==> src/rtl/dma_host_regs.sv <==
module dma_host_regs #(
  parameter int          AW         = 8,
  parameter int          ALIGN_BITS = 7,
  parameter logic [31:0] MAX_LEN    = 32'h0010_0000,
  parameter int          CNT_W      = 32
) (
  input  logic          clk,
  input  logic          rst_n,
  input  logic [AW-1:0] reg_addr,
  input  logic          reg_we,
  input  logic [31:0]   reg_wdata,
  input  logic          reg_re,
  output logic [31:0]   reg_rdata,
  output logic          reg_rvalid,
  output logic          eg_start,
  output logic [31:0]   eg_src,
  output logic [63:0]   eg_dst,
  output logic [31:0]   eg_len,
  input  logic          eg_done,
  output logic          ig_start,
  output logic [63:0]   ig_src,
  output logic [31:0]   ig_dst,
  output logic [31:0]   ig_len,
  input  logic          ig_done
);

  localparam int WI = AW - 2;
  localparam logic [WI-1:0] O_CTRL   = WI'(0);
  localparam logic [WI-1:0] O_EG_SRC = WI'(1);
  localparam logic [WI-1:0] O_EG_DLO = WI'(2);
  localparam logic [WI-1:0] O_EG_DHI = WI'(3);
  localparam logic [WI-1:0] O_EG_LEN = WI'(4);
  localparam logic [WI-1:0] O_IG_SLO = WI'(5);
  localparam logic [WI-1:0] O_IG_SHI = WI'(6);
  localparam logic [WI-1:0] O_IG_DST = WI'(7);
  localparam logic [WI-1:0] O_IG_LEN = WI'(8);
  localparam logic [WI-1:0] O_EG_CNT = WI'(9);
  localparam logic [WI-1:0] O_IG_CNT = WI'(10);
  localparam logic [31:0]   AMASK    = ~((32'd1 << ALIGN_BITS) - 32'd1);

  logic [WI-1:0]    sel;
  logic [31:0]      eg_src_q, eg_dlo_q, eg_dhi_q, eg_len_q;
  logic [31:0]      ig_slo_q, ig_shi_q, ig_dst_q, ig_len_q;
  logic             eg_busy, eg_fin, ig_busy, ig_fin;
  logic             eg_go, ig_go, eg_acc, ig_acc;
  logic [CNT_W-1:0] eg_cnt, ig_cnt;
  logic [31:0]      rmux;

  function automatic logic len_ok(input logic [31:0] l);
    return (l != 32'd0) && (l <= MAX_LEN);
  endfunction

  assign sel    = reg_addr[AW-1:2];
  assign eg_acc = reg_we && sel == O_CTRL && reg_wdata[0] && !eg_busy && len_ok(eg_len_q);
  assign ig_acc = reg_we && sel == O_CTRL && reg_wdata[2] && !ig_busy && len_ok(ig_len_q);

  always_ff @(posedge clk) begin
    if (!rst_n) begin
      eg_src_q <= '0; eg_dlo_q <= '0; eg_dhi_q <= '0; eg_len_q <= '0;
    end else if (reg_we && !eg_busy) begin
      case (sel)
        O_EG_SRC: eg_src_q <= reg_wdata & AMASK;
        O_EG_DLO: eg_dlo_q <= reg_wdata & AMASK;
        O_EG_DHI: eg_dhi_q <= reg_wdata;
        O_EG_LEN: eg_len_q <= reg_wdata;
        default: ;
      endcase
    end
  end

  always_ff @(posedge clk) begin
    if (!rst_n) begin
      ig_slo_q <= '0; ig_shi_q <= '0; ig_dst_q <= '0; ig_len_q <= '0;
    end else if (reg_we && !ig_busy) begin
      case (sel)
        O_IG_SLO: ig_slo_q <= reg_wdata & AMASK;
        O_IG_SHI: ig_shi_q <= reg_wdata;
        O_IG_DST: ig_dst_q <= reg_wdata & AMASK;
        O_IG_LEN: ig_len_q <= reg_wdata;
        default: ;
      endcase
    end
  end

  always_ff @(posedge clk) begin
    if (!rst_n) begin
      eg_busy <= 1'b0; eg_fin <= 1'b0; eg_go <= 1'b0; eg_cnt <= '0;
    end else begin
      eg_go <= eg_acc;
      if (eg_acc) begin
        eg_busy <= 1'b1; eg_fin <= 1'b0; eg_cnt <= '0;
      end else if (eg_busy) begin
        eg_cnt <= eg_cnt + 1'b1;
        if (eg_done) begin
          eg_busy <= 1'b0; eg_fin <= 1'b1;
        end
      end
    end
  end

  always_ff @(posedge clk) begin
    if (!rst_n) begin
      ig_busy <= 1'b0; ig_fin <= 1'b0; ig_go <= 1'b0; ig_cnt <= '0;
    end else begin
      ig_go <= ig_acc;
      if (ig_acc) begin
        ig_busy <= 1'b1; ig_fin <= 1'b0; ig_cnt <= '0;
      end else if (ig_busy) begin
        ig_cnt <= ig_cnt + 1'b1;
        if (ig_done) begin
          ig_busy <= 1'b0; ig_fin <= 1'b1;
        end
      end
    end
  end

  always_comb begin
    case (sel)
      O_CTRL:   rmux = {28'd0, ig_fin, ig_busy, eg_fin, eg_busy};
      O_EG_SRC: rmux = eg_src_q;
      O_EG_DLO: rmux = eg_dlo_q;
      O_EG_DHI: rmux = eg_dhi_q;
      O_EG_LEN: rmux = eg_len_q;
      O_IG_SLO: rmux = ig_slo_q;
      O_IG_SHI: rmux = ig_shi_q;
      O_IG_DST: rmux = ig_dst_q;
      O_IG_LEN: rmux = ig_len_q;
      O_EG_CNT: rmux = 32'(eg_cnt);
      O_IG_CNT: rmux = 32'(ig_cnt);
      default:  rmux = 32'd0;
    endcase
  end

  always_ff @(posedge clk) begin
    if (!rst_n) begin
      reg_rdata <= '0; reg_rvalid <= 1'b0;
    end else begin
      reg_rvalid <= reg_re;
      if (reg_re) reg_rdata <= rmux;
    end
  end

  assign eg_start = eg_go;
  assign eg_src   = eg_src_q;
  assign eg_dst   = {eg_dhi_q, eg_dlo_q};
  assign eg_len   = eg_len_q;
  assign ig_start = ig_go;
  assign ig_src   = {ig_shi_q, ig_slo_q};
  assign ig_dst   = ig_dst_q;
  assign ig_len   = ig_len_q;

  assert_rvalid_R2: assert property (@(posedge clk) disable iff (!rst_n)
    reg_rvalid == $past(reg_re));
  assert_aligned_R3: assert property (@(posedge clk) disable iff (!rst_n)
    eg_src[6:0] == 0 && eg_dst[6:0] == 0 && ig_src[6:0] == 0 && ig_dst[6:0] == 0);
  assert_eg_pulse_R4: assert property (@(posedge clk) disable iff (!rst_n)
    eg_start |=> !eg_start);
  assert_ig_pulse_R5: assert property (@(posedge clk) disable iff (!rst_n)
    ig_start |-> ig_busy && !ig_fin);
  assert_eg_fin_R7: assert property (@(posedge clk) disable iff (!rst_n)
    $fell(eg_busy) |-> $past(eg_done) && eg_fin);
  assert_ig_fin_R7: assert property (@(posedge clk) disable iff (!rst_n)
    $rose(ig_fin) |-> $fell(ig_busy));
  assert_len_R8: assert property (@(posedge clk) disable iff (!rst_n)
    (eg_start |-> len_ok(eg_len)) and (ig_start |-> len_ok(ig_len)));
  assert_hold_R10: assert property (@(posedge clk) disable iff (!rst_n)
    $past(eg_busy) && eg_busy |-> $stable(eg_len) && $stable(eg_dst) && $stable(eg_src));
  assert_cnt_R11: assert property (@(posedge clk) disable iff (!rst_n)
    !$past(ig_busy) && !ig_busy |-> $stable(ig_cnt));

endmodule

==> config.mk <==
export PLATFORM = sky130hd
export DESIGN_NAME = dma_host_regs
export DESIGN_NICKNAME = d
export VERILOG_FILES = /design/src/rtl/dma_host_regs.sv
export SDC_FILE = /design/constraint.sdc
export NUM_CORES = 1
export LEC_CHECK = 0
export BUFFER_PORTS_ARGS = -buffer_cell sky130_fd_sc_hd__buf_2
export CELL_PAD_IN_SITES_DETAIL_PLACEMENT = 2
export CELL_PAD_IN_SITES_GLOBAL_PLACEMENT = 2
export CORE_ASPECT_RATIO = 0.75
export CORE_MARGIN = 2
export CORE_UTILIZATION = 31
export CTS_CLUSTER_DIAMETER = 30
export DETAILED_ROUTE_END_ITERATION = 6
export PLACE_DENSITY = 0.81
export SLEW_MARGIN = 10
export SYNTH_ARGS = -nofsm -noshare
export SYNTH_HDL_FRONTEND = slang
export SYNTH_SLANG_ARGS = --single-unit
==> constraint.sdc <==
create_clock -name clk -period 2.5 [get_ports clk]
set_input_delay 0.5 -clock clk [delete_from_list [all_inputs] [get_ports clk]]
set_output_delay 0.5 -clock clk [all_outputs]
set_load 0.03 [all_outputs]
==> results of run 1 <==
final cells by class:
cell class | count | area, µm² | share of cell area (%)
Antenna cell | 3 | 7.51 | 0.0377
Clock buffer | 90 | 2100 | 10.5
Clock inverter | 53 | 528 | 2.65
Inverter | 11 | 46.3 | 0.233
Multi-Input combinational cell | 1346 | 7250 | 36.4
Sequential cell | 331 | 6630 | 33.3
Tap cell | 639 | 800 | 4.02
Timing Repair Buffer | 412 | 2540 | 12.8
cell usage in the layout (no fill, tap or decap), types with 8 or more instances in the layout:
cell,netlist,layout
dfxtp_1,331,331
o22ai_1,9,9
conb_1,1,28
nor2_1,83,83
xnor2_1,23,23
a21oi_1,263,263
nand4_1,23,23
nor3_1,12,12
clkinvlp_4,0,11
a22o_1,11,11
mux2i_1,33,33
nor2b_1,28,28
o21ai_0,40,40
a31oi_1,20,20
nand2_1,498,498
a222oi_1,12,12
buf_12,0,17
a211oi_1,9,9
buf_2,66,306
and3_1,20,20
mux2_2,10,10
clkinv_2,0,23
inv_1,11,10
buf_4,35,89
clkbuf_16,0,79
and4_1,15,15
nand3_1,23,23
xor2_1,32,32
clkbuf_8,0,8
a22oi_1,57,57
nor4_1,18,17
Yosys cell counts, types with 18 or more instances:
| cell type | number | area [µm²] |
|---|---|---|
| a31oi_1 | 20 | 125 |
| and3_1 | 20 | 125 |
| nand3_1 | 23 | 115 |
| nor2_1 | 83 | 312 |
| buf_2 | 66 | 330 |
| nand2_1 | 498 | 1870 |
| xnor2_1 | 23 | 201 |
| xor2_1 | 32 | 280 |
| a22oi_1 | 57 | 428 |
| mux2i_1 | 33 | 330 |
| dfxtp_1 | 331 | 6630 |
| a21oi_1 | 263 | 1320 |
| nor4_1 | 18 | 113 |
| clkbuf_1 | 72 | 270 |
| nor2b_1 | 28 | 175 |
| o21ai_0 | 40 | 200 |
| nand4_1 | 23 | 144 |
| buf_4 | 35 | 263 |
per-stage QoR:
stage               hold slack, ns  cells  setup slack [ns]
floorplan                    0.429   1867             0.497
detailed placement           0.469   2739           0.00348
CTS                          0.172   2882            0.0816
global placement             0.449   2739            0.0921
finish                       0.180   2885           -0.0187
global route                 0.203   2884            0.0112
routing by layer:
metal	track usage, %	vias to the layer above	wire (µm)
met4	18.4	0	4430
met2	56.0	892	39400
li1	-	7007	-
met5	0	-	0
met1	40.2	8441	33600
met3	6.20	258	6040
sequential cells by signal, indices dropped and copies added (netlist names):
signal      count
eg_dhi_q       32
ig_fin          1
reg_rvalid      1
ig_slo_q       25
eg_start        1
eg_cnt         32
ig_shi_q       32
reg_rdata      32
eg_len         32
ig_cnt         32
ig_len         32
ig_start        1
eg_dlo_q       25
ig_dst         25
eg_busy         1
eg_src         25
eg_fin          1
ig_busy         1
power by group:
part / switching, mW / internal (mW) / total (mW)
clock: 3.53 / 6.74 / 10.3
sequential: 0.0191 / 5.30 / 5.32
combinational: 0.497 / 0.141 / 0.639
total: 4.05 / 12.2 / 16.2
path summary, 6_finish.rpt:
kind                                   start           end  slack (ns)  cells after the start
worst max-delay path              ig_len[15]    ig_cnt[15]       -0.02                      6
worst min register to register  eg_dhi_q[14]  eg_dhi_q[14]        0.47                      2
worst max register to register    ig_len[15]    ig_cnt[15]       -0.02                      6
worst min-delay path                 ig_done        ig_fin        0.18                      3
worst max-delay path, cell delays in order, from the launching register on:
cell	delay [ns]
dfxtp_1	0.32
nor4_1	0.68
nand3_1	0.36
or2_2	0.40
o211ai_2	0.21
buf_4	0.30
nor2_1	0.11
logic make-up after synthesis:
family / synth area share (%)
multiplexers: 3.16
other: 0.0255
flip-flops: 45.0
buffers and inverters: 6.51
AND/OR/NAND/NOR: 23.3
adder cells (fa/ha/maj): 0.170
AO/OA/AOI/OAI: 18.5
XOR/XNOR: 3.27
what timing repair did:
action                                  in CTS  in global routing
endpoints found under the setup margin       0                  8
setup buffers                                0                  0
resized for setup                            0                  1
==> results.md, run 1 <==
- Run status: complete, but fails checks
- Failing checks: negative setup slack
- Crit path kind: flip-flop to flip-flop
- CP required: 2.97 ns
- Number of DRC markers in iteration 0: 1205
- Remaining Overflow, GRT: 0
- Final #Nets: 2227
- RSZ-0062 raised after global routing: no
- Vias in the first global route: 18300
- Max_cap viols: 0
- Critical Path AT: 2.99 ns
- Hold crit path type: input pin to flip-flop
- Core Footprint: 47100 µm²
- Worst slew pin tran: 0.850 ns
- Max FO, Critical Path: 20
- Ys async rst share: 0%
- Period Utilization, post-route: 101%
- Syn Area/Cell: 8.00 µm²
- Final instance area: 19900 µm²
- GRT Total Usage: 33.2%
- Final Setup Violations: 4
- Final worst slack: -0.0187 ns
- Die height: 193 µm
- Cts bufs inserted: 77
- Post-synthesis sequential area ratio: 45.0%
- Pins Over Slew Limit: 0
- Row cnt: 69
- Cell chosen for the clock root: clkbuf_16
- Antenna Nets Post-Route: 0
- Setup TNS: -0.0424 ns
- CTS clock-pin slew for the worst setup and hold paths: 0.05 ns
- TritonRoute pass-1 iters: 6
- Area Overhead vs Synth: 35.2%
- Worst setup EP type: flip-flop
- Hold bufs inserted after CTS: 0
- Final WL: 83.5 mm
- Final HPWL DP: 55.0 mm
- Synth Register Bits: 331
- Clk sinks: 331
- Clk_lat worst skew: 0.61 ns
- Placement Cell Area: 17300 µm²
- # IOs: 337
- Count of flip-flops with a built-in enable after synthesis: 0
- First-pass GRT wire length: 123 mm
- Pwr Total: 16.2 mW
- Maximum VDD drop: 0.000409 V
- Share of cells above drive strength 1: 26.1%
- Power Density: 816 nW/µm²
- Synth unique cells: 63
- Startpoint Class: flip-flop
- Die width: 256 µm
- Via count: 16600
- Antenna violations before repair: 4
- Pin count of the biggest net entering global routing: 102
- Post-Synthesis Cells: 1840
- Clock Path Buffers: 3
- H-tree depth: 3
- TritonCTS clock tree: done
- Min Tclk post-route: 2.52 ns
- Worst Skew: 0.0230 ns
- Initial core utilization: 31.2%
- Post-DR wirelength/cell: 28.9 µm
- Number of buffers inserted by port buffering: 306
- Worst relative slew slack: 42.6%
- Gpl congestion: 0.895
- Synth Warn #: 0
- Drc violations: 0
- F_max: 397 MHz
- Hold Vio Cnt, Final: 0
- Fill cell count: 5253
- DR vias/cell: 5.75
- Leak: 7.93 nW
- Util after Layout: 42.2%
- Die area: 49200 µm²
- Area of the mapped netlist: 14700 µm²
- Main flop type after synthesis: dfxtp_1
No activity file was read; power rests on OpenSTA's default activity.
==> run 2: changes to the inputs <==
- CORE_MARGIN: 2 -> not set
- GPL_TIMING_DRIVEN: not set -> 0
==> run 2 against run 1 <==
The run still ends with negative setup slack left; register-to-register slack improved by 0.05 ns; clock skew decreased by 0.0016 ns; total power increased by 1.8%; design area decreased by 0.73%; sequential power about the same; critical endpoint is now reg_rdata[20]; highest routed layer unchanged.
==> results.md, run 2 (synthesized netlist as in run 1, its figures left out) <==
- Post-DR wirelength/cell: 28.9 µm
- TritonCTS clock tree: done
- Clk sinks: 331
- Crit path kind: input pin to flip-flop
- Flop pwr share: 32.2%
- Critical Path AT: 3.01 ns
- R2R depth: 6
- Gpl congestion: 0.940
- Fill cell count: 5263
- Hold Path End: ig_fin
- DR vias/cell: 5.76
- Die area: 48300 µm²
- Antenna violations before repair: 4
- Top sig layer: met4
- Core Footprint: 46500 µm²
- Drc violations: 0
- CP required: 2.96 ns
- Worst setup EP type: flip-flop
- DP Cell Count: 2778
- Min Tclk post-route: 2.55 ns
- Pin count of the biggest net entering global routing: 11
- Hold path depth: 3
- Combinational share of power: 4.2%
- Period Utilization, post-route: 102%
- Via count: 16800
- Reg2reg start: eg_len[19]
- NetSw: 3.95 mW
- Hold Vio Cnt, Final: 0
- Vias in the first global route: 17600
- Met2 wire length: 38.5 mm
- Met1 WL: 34.8 mm
- Leak: 7.89 nW
- Worst slew pin tran: 1.13 ns
- H-tree depth: 3
- Final HPWL DP: 62.0 mm
- Pins Over Slew Limit: 0
- Max FO, Critical Path: 10
- Worst hold margin: 0.194 ns
- F_max: 392 MHz
- Non-Filler Instances: 2916
- Startpoint Class: input pin
- Final WL: 84.3 mm
- Slowest CP cell: buf_1
- Most Frequent Cell on Critical Path: buf_2
- Hold bufs inserted after CTS: 0
- Die height: 191 µm
- Failing checks: negative setup slack
- Clock Path Buffers: 3
- Cts bufs inserted: 73
- CTS clock-pin slew for the worst setup and hold paths: 0.05 ns
- Initial core utilization: 31.7%
- Wire length on met3: 7.71 mm
- Reg2reg setup slack: 0.03 ns
- Combined flip-flop and latch cell area: 6630 µm²
- Area Overhead vs Synth: 34.2%
- Final worst slack: -0.0510 ns
- Row cnt: 68
- First-pass GRT wire length: 120 mm
- Die width: 254 µm
- Final Setup Violations: 3
- Max_cap viols: 0
- Remaining Overflow, GRT: 0
- Final #Nets: 2270
- Worst relative slew slack: 24.8%
- Commonest non-fill, non-tap cell in the layout: nand2_1
- Maximum VDD drop: 0.000401 V
- Most frequent cells in the layout: 498 x nand2_1, 344 x buf_2, 331 x dfxtp_1
- Worst Skew: 0.0214 ns
- Antenna Nets Post-Route: 0
- Hold crit path type: input pin to flip-flop
- # IOs: 337
- Share of cells above drive strength 1: 24.8%
- Run status: complete, but fails checks
- Internal Power: 12.6 mW
- Cell chosen for the clock root: clkbuf_16
- Crit-path max cell delay: 0.58 ns
- Clk pwr share: 63.6%
- Number of buffers inserted by port buffering: 281
- TritonRoute pass-1 iters: 5
- Footprint of the multi-input gates: 7260 µm²
- Crit path cell chain: buf_2 > buf_2 > buf_1 > clkbuf_4 > a2bb2oi_1 > o22ai_1 > a21oi_1 > a31oi_1
- Sw Share: 23.9%
- Util after Layout: 42.5%
- GRT Total Usage: 34.3%
- Reg2reg end: eg_cnt[25]
- Setup Buffers After CTS: 0
- Number of DRC markers in iteration 0: 1508
- Pwr Total: 16.5 mW
- Power Density: 837 nW/µm²
- HP Start: ig_done
- Clk_lat worst skew: 0.59 ns
[run 2: cell types whose count changed in the layout (fill, tap and decap cells not counted), sizes merged]
cell / previous run / this run
clkbuf: 90 / 160
buf: 412 / 385
clkinv: 32 / 25
bufinv: 7 / 12
clkinvlp: 11 / 8
clkdlybuf4s15: 0 / 1
diode: 3 / 4
[run 2: power groups by stage]
stage | sequential [mW] | combinational (mW) | clock, mW
2_1_floorplan | 5.45 | 0.346 | 0
3_5_place_dp | 5.43 | 0.649 | 0
3_3_place_gp | 5.43 | 0.637 | 0
5_1_grt | 5.32 | 0.704 | 10.8
6_report | 5.33 | 0.689 | 10.5
4_1_cts | 5.32 | 0.657 | 10.5
[run 2: worst max path at each step]
stage                     cells after the start        start  slack [ns]       endpoint
after CTS                                     8  reg_addr[3]       0.001  reg_rdata[31]
after detailed placement                      7  reg_addr[5]       -0.70  reg_rdata[18]
after floorplan                               7  reg_addr[5]        0.50   eg_dlo_q[12]
final                                         8  reg_addr[2]       -0.05  reg_rdata[20]
after global placement                        7  reg_addr[5]       -0.64  reg_rdata[23]
after global routing                          8  reg_addr[2]       -0.06  reg_rdata[19]
[run 2: timing repair]
item,in CTS,in global routing
pin swaps,0,2
resized for setup,10,18
setup endpoints to repair,88,73
[run 2: final cells by class]
cell class              count  share of cell area (%)
well taps                 630                    3.99
diodes                      4                  0.0507
multi-input cells        1346                    36.8
plain buffers             178                    4.76
inverters                  11                   0.209
clock inverters            48                    3.12
flip-flops and latches    331                    33.6
repair buffers            281                    7.12
clock buffers              87                    10.4
[run 2: per-layer routing]
metal	vias to the layer above	GRT usage (%)
met1	8564	44.3
met2	947	54.4
met5	-	0
met4	0	14.4
li1	7113	-
met3	177	8.26
[run 2: worst max-delay path, delay by kind of cell]
family | cells | cell delay, ns
buffers and inverters | 4 | 1.56
AO/OA/AOI/OAI | 4 | 0.95
[run 2: metrics by stage]
| stage | setup slack [ns] | instance area (µm²) | setup TNS [ns] |
|---|---|---|---|
| after floorplan | 0.497 | 14800 | 0 |
| final | -0.0510 | 19700 | -0.0815 |
| after detailed placement | -0.697 | 17000 | -110.19 |
| after CTS | 0.00130 | 19700 | 0 |
| after global placement | -0.636 | 17000 | -84.80 |
| after global routing | -0.0638 | 19700 | -0.107 |
